### src/rtl/pd_seq_pkg.sv
package pd_seq_pkg;
  typedef enum logic [3:0] {
    S_IDLE, S_PREQ, S_PWAIT, S_RST_ON, S_RST_WAIT, S_US_WAIT,
    S_RST_OFF, S_CORE_ON, S_CORE_W1, S_CORE_W2, S_RAIL_OFF
  } seq_state_e;
endpackage

### src/rtl/pd_dly.sv
module pd_dly #(
  parameter int W = 8
) (
  input  logic         clk_i,
  input  logic         rst_ni,
  input  logic         load_i,
  input  logic [W-1:0] val_i,
  output logic         zero_o
);
  logic [W-1:0] cnt_q;

  always_ff @(posedge clk_i or negedge rst_ni) begin
    if (!rst_ni)            cnt_q <= '0;
    else if (load_i)        cnt_q <= val_i;
    else if (cnt_q != '0)   cnt_q <= cnt_q - 1'b1;
  end

  assign zero_o = (cnt_q == '0);


  expired_hold_chk: assert property (@(posedge clk_i) disable iff (!rst_ni)
    (zero_o && !load_i) |=> zero_o);
endmodule

### src/rtl/pd_enall.sv
module pd_enall #(
  parameter int DW = 5
) (
  input  logic          clk_i,
  input  logic          rst_ni,
  input  logic          rail_i,
  input  logic [DW-1:0] dly_i,
  output logic          en_o
);
  logic [DW-1:0] cnt_q;

  always_ff @(posedge clk_i or negedge rst_ni) begin
    if (!rst_ni)             cnt_q <= '0;
    else if (!rail_i)        cnt_q <= '0;
    else if (cnt_q != '1)    cnt_q <= cnt_q + 1'b1;
  end

  assign en_o = rail_i && (cnt_q >= dly_i);
endmodule

### src/rtl/pd_seq.sv
module pd_seq
  import pd_seq_pkg::*;
#(
  parameter int NRST       = 4,
  parameter int CLK_MHZ    = 8,
  parameter int TMO        = 16,
  parameter int RDW        = 4,
  parameter int CORE_PULSE = 1,
  parameter int CORE_IDX   = 0,
  parameter int CTRL_W     = 16,
  parameter int DLY_W      = 5,
  parameter int DLY_INIT   = 31
) (
  input  logic              clk_i,
  input  logic              rst_ni,
  input  logic              cmd_up_i,
  input  logic              cmd_down_i,
  input  logic              cfg_we_i,
  input  logic [CTRL_W-1:0] cfg_wdata_i,
  input  logic [RDW-1:0]    rst_dly_i,
  input  logic [1:0]        port_mask_i,
  input  logic [1:0]        halted_i,
  output logic [1:0]        halt_o,
  output logic              rail_en_o,
  output logic              clamp_o,
  output logic [NRST-1:0]   dom_rst_o,
  output logic              retain_o,
  output logic              en_all_o,
  output logic [CTRL_W-1:0] ctrl_o,
  output logic              busy_o,
  output logic              done_o,
  output logic              err_o
);
  localparam int CLAMP_B = 5;
  localparam int RAIL_B  = 8;
  localparam int RET_B   = 9;
  localparam int US_CYC  = CLK_MHZ;
  localparam int IW      = (NRST > 1) ? $clog2(NRST) : 1;
  localparam int CW      = $clog2((1 << RDW) * US_CYC + TMO + 1) + 1;
  localparam logic [IW-1:0] LAST_IDX = IW'(NRST - 1);

  seq_state_e      state_q;
  logic            up_q, pidx_q;
  logic [IW-1:0]   ridx_q;
  logic [1:0]      halt_q, halt_sv_q;
  logic            rail_q, clamp_q, ret_flag_q, done_q, err_q;
  logic [NRST-1:0] rst_q;
  logic [DLY_W-1:0] dly_q;
  logic            cfg_ret_q;

  logic [CW-1:0]   rst_cyc;
  logic            step_ld, step_zero, tmo_ld, tmo_zero;
  logic [CW-1:0]   step_val;
  logic            tgt, ack_ok;
  logic [CTRL_W-1:0] unused_wdata;

  assign unused_wdata = cfg_wdata_i;
  assign rst_cyc = (rst_dly_i == '0) ? CW'(US_CYC) : CW'(rst_dly_i) * CW'(US_CYC);
  assign tgt     = ~up_q;
  assign ack_ok  = (halted_i[pidx_q] == tgt);

  always_comb begin
    step_ld  = 1'b0;
    step_val = rst_cyc - 1'b1;
    unique case (state_q)
      S_RST_ON:   step_ld = (ridx_q == '0);
      S_RST_WAIT: if (step_zero && up_q) begin
                    step_ld  = 1'b1;
                    step_val = CW'(US_CYC - 1);
                  end
      S_CORE_ON:  step_ld = 1'b1;
      S_CORE_W1:  step_ld = step_zero;
      default:    step_ld = 1'b0;
    endcase
  end

  assign tmo_ld = (state_q == S_PREQ);

  pd_dly #(.W(CW)) u_step (
    .clk_i, .rst_ni, .load_i(step_ld), .val_i(step_val), .zero_o(step_zero)
  );

  pd_dly #(.W(CW)) u_tmo (
    .clk_i, .rst_ni, .load_i(tmo_ld), .val_i(CW'(TMO - 1)), .zero_o(tmo_zero)
  );

  pd_enall #(.DW(DLY_W)) u_enall (
    .clk_i, .rst_ni, .rail_i(rail_q), .dly_i(dly_q), .en_o(en_all_o)
  );

  // Control register fields owned by software
  always_ff @(posedge clk_i or negedge rst_ni) begin
    if (!rst_ni) begin
      dly_q     <= DLY_W'(DLY_INIT);
      cfg_ret_q <= 1'b0;
    end else if (cfg_we_i) begin
      dly_q     <= cfg_wdata_i[DLY_W-1:0];
      cfg_ret_q <= cfg_wdata_i[RET_B];
    end
  end

  always_comb begin
    ctrl_o          = '0;
    ctrl_o[DLY_W-1:0] = dly_q;
    ctrl_o[CLAMP_B] = clamp_q;
    ctrl_o[RAIL_B]  = rail_q;
    ctrl_o[RET_B]   = cfg_ret_q;
  end

  always_ff @(posedge clk_i or negedge rst_ni) begin
    if (!rst_ni) begin
      state_q    <= S_IDLE;
      up_q       <= 1'b0;
      pidx_q     <= 1'b0;
      ridx_q     <= '0;
      halt_q     <= 2'b11;
      halt_sv_q  <= 2'b11;
      rail_q     <= 1'b0;
      clamp_q    <= 1'b1;
      rst_q      <= '1;
      ret_flag_q <= 1'b0;
      done_q     <= 1'b0;
      err_q      <= 1'b0;
    end else begin
      done_q <= 1'b0;
      err_q  <= 1'b0;
      unique case (state_q)
        S_IDLE: begin
          if (cmd_up_i) begin
            if (rail_q && !clamp_q) done_q <= 1'b1;
            else begin
              up_q <= 1'b1; pidx_q <= 1'b0; halt_sv_q <= halt_q; state_q <= S_PREQ;
            end
          end else if (cmd_down_i) begin
            if (!rail_q) done_q <= 1'b1;
            else begin
              up_q <= 1'b0; pidx_q <= 1'b0; halt_sv_q <= halt_q;
              ret_flag_q <= 1'b0; state_q <= S_PREQ;
            end
          end
        end
        S_PREQ: begin
          if (port_mask_i[pidx_q]) begin
            halt_q[pidx_q] <= tgt;
            state_q        <= S_PWAIT;
          end else if (!pidx_q) begin
            pidx_q <= 1'b1;
          end else begin
            ridx_q  <= LAST_IDX;
            state_q <= S_RST_ON;
          end
        end
        S_PWAIT: begin
          if (ack_ok) begin
            if (!pidx_q) begin
              pidx_q  <= 1'b1;
              state_q <= S_PREQ;
            end else begin
              ridx_q  <= LAST_IDX;
              state_q <= S_RST_ON;
            end
          end else if (tmo_zero) begin
            halt_q  <= halt_sv_q;
            if (!up_q) ret_flag_q <= 1'b1;
            err_q   <= 1'b1;
            state_q <= S_IDLE;
          end
        end
        S_RST_ON: begin
          rst_q[ridx_q] <= 1'b1;
          if (ridx_q == '0) state_q <= S_RST_WAIT;
          else              ridx_q  <= ridx_q - 1'b1;
        end
        S_RST_WAIT: begin
          if (step_zero) begin
            if (up_q) begin
              rail_q  <= 1'b1;
              state_q <= S_US_WAIT;
            end else begin
              clamp_q <= 1'b1;
              state_q <= S_RAIL_OFF;
            end
          end
        end
        S_US_WAIT: begin
          if (step_zero) begin
            clamp_q <= 1'b0;
            ridx_q  <= '0;
            state_q <= S_RST_OFF;
          end
        end
        S_RST_OFF: begin
          rst_q[ridx_q] <= 1'b0;
          if (ridx_q == LAST_IDX) begin
            if (CORE_PULSE != 0) state_q <= S_CORE_ON;
            else begin
              ret_flag_q <= 1'b1; done_q <= 1'b1; state_q <= S_IDLE;
            end
          end else ridx_q <= ridx_q + 1'b1;
        end
        S_CORE_ON: begin
          rst_q[CORE_IDX] <= 1'b1;
          state_q         <= S_CORE_W1;
        end
        S_CORE_W1: begin
          if (step_zero) begin
            rst_q[CORE_IDX] <= 1'b0;
            state_q         <= S_CORE_W2;
          end
        end
        S_CORE_W2: begin
          if (step_zero) begin
            ret_flag_q <= 1'b1; done_q <= 1'b1; state_q <= S_IDLE;
          end
        end
        S_RAIL_OFF: begin
          rail_q  <= 1'b0;
          done_q  <= 1'b1;
          state_q <= S_IDLE;
        end
        default: state_q <= S_IDLE;
      endcase
    end
  end

  assign halt_o    = halt_q;
  assign rail_en_o = rail_q;
  assign clamp_o   = clamp_q;
  assign dom_rst_o = rst_q;
  assign retain_o  = ret_flag_q;
  assign busy_o    = (state_q != S_IDLE);
  assign done_o    = done_q;
  assign err_o     = err_q;


  rail_rst_chk: assert property (@(posedge clk_i) disable iff (!rst_ni)
    $rose(rail_en_o) |-> &dom_rst_o);

  clamp_rail_chk: assert property (@(posedge clk_i) disable iff (!rst_ni)
    !clamp_o |-> rail_en_o);

  rail_off_chk: assert property (@(posedge clk_i) disable iff (!rst_ni)
    $fell(rail_en_o) |-> clamp_o);

  done_err_chk: assert property (@(posedge clk_i) disable iff (!rst_ni)
    $onehot0({done_o, err_o}));

  idle_stay_chk: assert property (@(posedge clk_i) disable iff (!rst_ni)
    (!busy_o && !cmd_up_i && !cmd_down_i) |=> !busy_o);

  halt_idle_chk: assert property (@(posedge clk_i) disable iff (!rst_ni)
    !busy_o |=> $stable(halt_o));

  enall_rail_chk: assert property (@(posedge clk_i) disable iff (!rst_ni)
    en_all_o |-> rail_en_o);
endmodule

### config.mk
export PLATFORM = sky130hd
export DESIGN_NAME = pd_seq
export DESIGN_NICKNAME = d
export VERILOG_FILES = /design/src/rtl/pd_seq_pkg.sv /design/src/rtl/pd_dly.sv /design/src/rtl/pd_enall.sv /design/src/rtl/pd_seq.sv
export SDC_FILE = /design/constraint.sdc
export NUM_CORES = 1
export LEC_CHECK = 0
export BUFFER_PORTS_ARGS = -buffer_cell sky130_fd_sc_hd__buf_2
export CAP_MARGIN = 40
export CORE_UTILIZATION = 35
export DETAILED_ROUTE_END_ITERATION = 10
export GPL_TIMING_DRIVEN = 0
export HOLD_SLACK_MARGIN = 0.06
export MAX_ROUTING_LAYER = met4
export PLACE_DENSITY_LB_ADDON = 0.15
export SYNTH_ARGS = -nofsm -noshare
export SYNTH_HDL_FRONTEND = slang
export SYNTH_HIERARCHICAL = 1
export SYNTH_SLANG_ARGS = --single-unit
### constraint.sdc
create_clock -name clk_i -period 7.9 [get_ports clk_i]
set_input_delay 0.79 -clock clk_i [delete_from_list [all_inputs] [get_ports clk_i]]
set_output_delay 0.79 -clock clk_i [all_outputs]
set_load 0.01 [all_outputs]
==> out/metrics.cfg <==
[run_status]
status = finished, final reports clean

[floorplanning]
die_height_um = 101
row_count = 35
start_util_pct = 36.5
die_w_um = 101
die_area_um2 = 10100
core_area_um2 = 9330
io-pin-count = 58

[power]
p_sw_mw = 0.566
clock_power_share_pct = 14.6
p_seq_share_pct = 33.0
netSwitchingFraction_pct = 42.8
power_frac_comb_pct = 52.4
intPower_mw = 0.758
p_per_area_nw_per_um2 = 334
p_total_mw = 1.32
p_leak_nw = 1.75
peakVddDrop_uv = 144

[timing]
rsz0062_at_grt = no
hold_viol = 0
min_period_ps = 3670
drv_slew = 0
relSlewSlack_pct = 62.2
min_period_over_period_pct = 46.4
setup_viol = 0
worst_slack_ps = 4230
tightest_slew_ps = 563
fmax_mhz = 273
tns_ps = 0
clock-skew-final_ps = 5.57

[layout]
antenna_cells = 0
drive_above_1_share_pct = 26.3
fin_nets = 475
final_core_util_pct = 42.5
syn2layout_area_growth_pct = 16.3
fillers = 941
design_area_um2 = 3960

[yosys]
synth-main-ff-cell = dfrtp_1
ys_warn_count = 6
synth-edff-count = 0
ys_seq_area_share_pct = 37.3
synth_top_area_share_pct = 26.5
ys_seq_elements = 50
synth_area_leaders = dfrtp_1, dfstp_2, nor2_1, ha_1, mux2_2
netlist_instances = 372
synth_most_common_cell = nor2_1
avgSynthCellArea_um2 = 9.15
synth_common_cells = nor2_1, dfrtp_1, inv_1, a21oi_1, nor3_1
async_flop_share_pct = 100
syn-cell-area_um2 = 3400
synth_top_area_cell = dfrtp_1
synthDistinctLibCells = 66

[routing]
route.antenna.remaining_nets = 0
drt-total-wl_mm = 7.75
first_pass_iters = 4
post_drt_wl_per_cell_um = 13.7
drtIter0Drc = 98
vias = 2867
routed_via_density = 5.07
drcViolationCount = 0

[placement]
io_buffers = 38
gp_congestion = 0.859
placed_cell_area_um2 = 3840
pre_cts_ws_ps = 4240
hpwl_mm = 5.70

[clocking]
cts_resized = 0
clk_pin_slew_worst_paths_ps = 100
cts_tree = done
cts_buffers = 5
cts_sinks = 50
h-tree-depth = 2
clk_path_buf_depth = 2
hold_buffers = 0
insertion_delay_ps = 320
cts_root_buf = clkbuf_8
cts_setup_buffers = 0

[critical_path]
end_kind = register
cp-start-kind = register
timing_worst_setup_path_type = reg -> reg
crit_fanout = 10
critical_path_arrival_ps = 3900
required_ps = 8130
rr_worst_depth = 14

[run]
cap_violations = 0

[global_route]
grt_use_total_pct = 17.2
antenna_found_initial = 0
grt_pass1_vias = 2752
grt_max_degree = 29
grt_first_pass_wirelength_mm = 13.4
grt_overflow_total = 0

[hold_path]
worstHoldPathType = in -> async

## registers in the layout (all words and copies together) (netlist names), named ones only
register / flops
u_step/cnt_q: 9
dly_q: 5
rail_en_o: 1
u_tmo/cnt_q: 9
clamp_o: 1
err_o: 1
state_q: 4
retain_o: 1
done_o: 1
u_enall/cnt_q: 5
ridx_q: 2
dom_rst_o: 1
pidx_q: 1
cfg_ret_q: 1
up_q: 1
halt_sv_q: 2
halt_o: 2
## final cells by class
type	instances	area (um^2)	share of cell area, %
buffer	32	186	4.71
clock buffer	5	68.8	1.74
clock inverter	3	47.5	1.20
inverter	25	93.8	2.37
multi-input combinational	283	1920	48.6
sequential	50	1270	32.0
tap	129	161	4.08
timing repair buffer	39	210	5.31
## power by group through the flow
| stage | clock (mW) | combinational [mW] | sequential [mW] |
|---|---|---|---|
| after floorplan | 0 | 0.538 | 0.425 |
| after global placement | 0 | 0.685 | 0.439 |
| after detailed placement | 0 | 0.691 | 0.442 |
| after CTS | 0.202 | 0.695 | 0.437 |
| after global routing | 0.211 | 0.775 | 0.449 |
| final | 0.193 | 0.694 | 0.437 |
## metal layers
metal	GRT usage [%]	vias to the layer above	wire length [um]
met5	-	-	0
met4	6.02	0	153
met3	2.64	14	318
met2	27.0	79	3510
met1	22.6	1336	3760
li1	-	1438	-
## stage by stage
step | hold WS [ps] | instances
2_1_floorplan | 482 | 390
5_1_grt | 483 | 566
3_3_place_gp | 482 | 557
3_5_place_dp | 490 | 558
4_1_cts | 461 | 566
6_report | 444 | 566
## path summary, 6_finish.rpt
check,endpoint,startpoint,slack [ps]
setup / recovery,u_step/cnt_q[0],u_step/cnt_q[0],4230
hold / removal,u_tmo/cnt_q[6],rst_ni,440
setup reg to reg,u_step/cnt_q[0],u_step/cnt_q[0],4230
hold reg to reg,halt_o[1],halt_o[1],500
max in group asynchronous,dly_q[0],rst_ni,6840
min in group clk_i,halt_o[1],halt_o[1],500
## cell families (layout without fill, tap and decap cells)
group           after synthesis  in the layout  share of synthesized area, %
compound gates               88             88                          18.9
flops                        50             50                          37.3
buf+inv                      57            104                          8.23
fa+ha+maj                    10             10                          3.68
xor+xnor                     13             13                          3.56
simple gates                131            131                          20.7
mux                          21             21                          7.39
other cells                   2             20                         0.221
## placed cells by master, fill, tap and decap left out, drive strengths merged, types with 10 or more instances in the layout
cell type,n
nand2b,11
conb,20
nor3,19
dfstp,14
buf,62
nand2,15
mux2,14
nor2,38
dfrtp,36
a21oi,20
inv,26
o21ai,14
ha,10
clkbuf,14
xnor2,12
o31ai,10
## worst max-delay path, stage by stage, from the launching register on
cell and delay (ps):
dfrtp_1 410, inv_1 80, ha_1 210, or4b_1 430, buf_2 180, or2_4 270
inv_1 120, clkbuf_1 370, nand3_1 170, o22a_1 200, o21ai_0 130, clkbuf_1 290
clkbuf_1 380, nor2_1 100, a221oi_2 240
No activity file was read; power rests on OpenSTA's default activity.
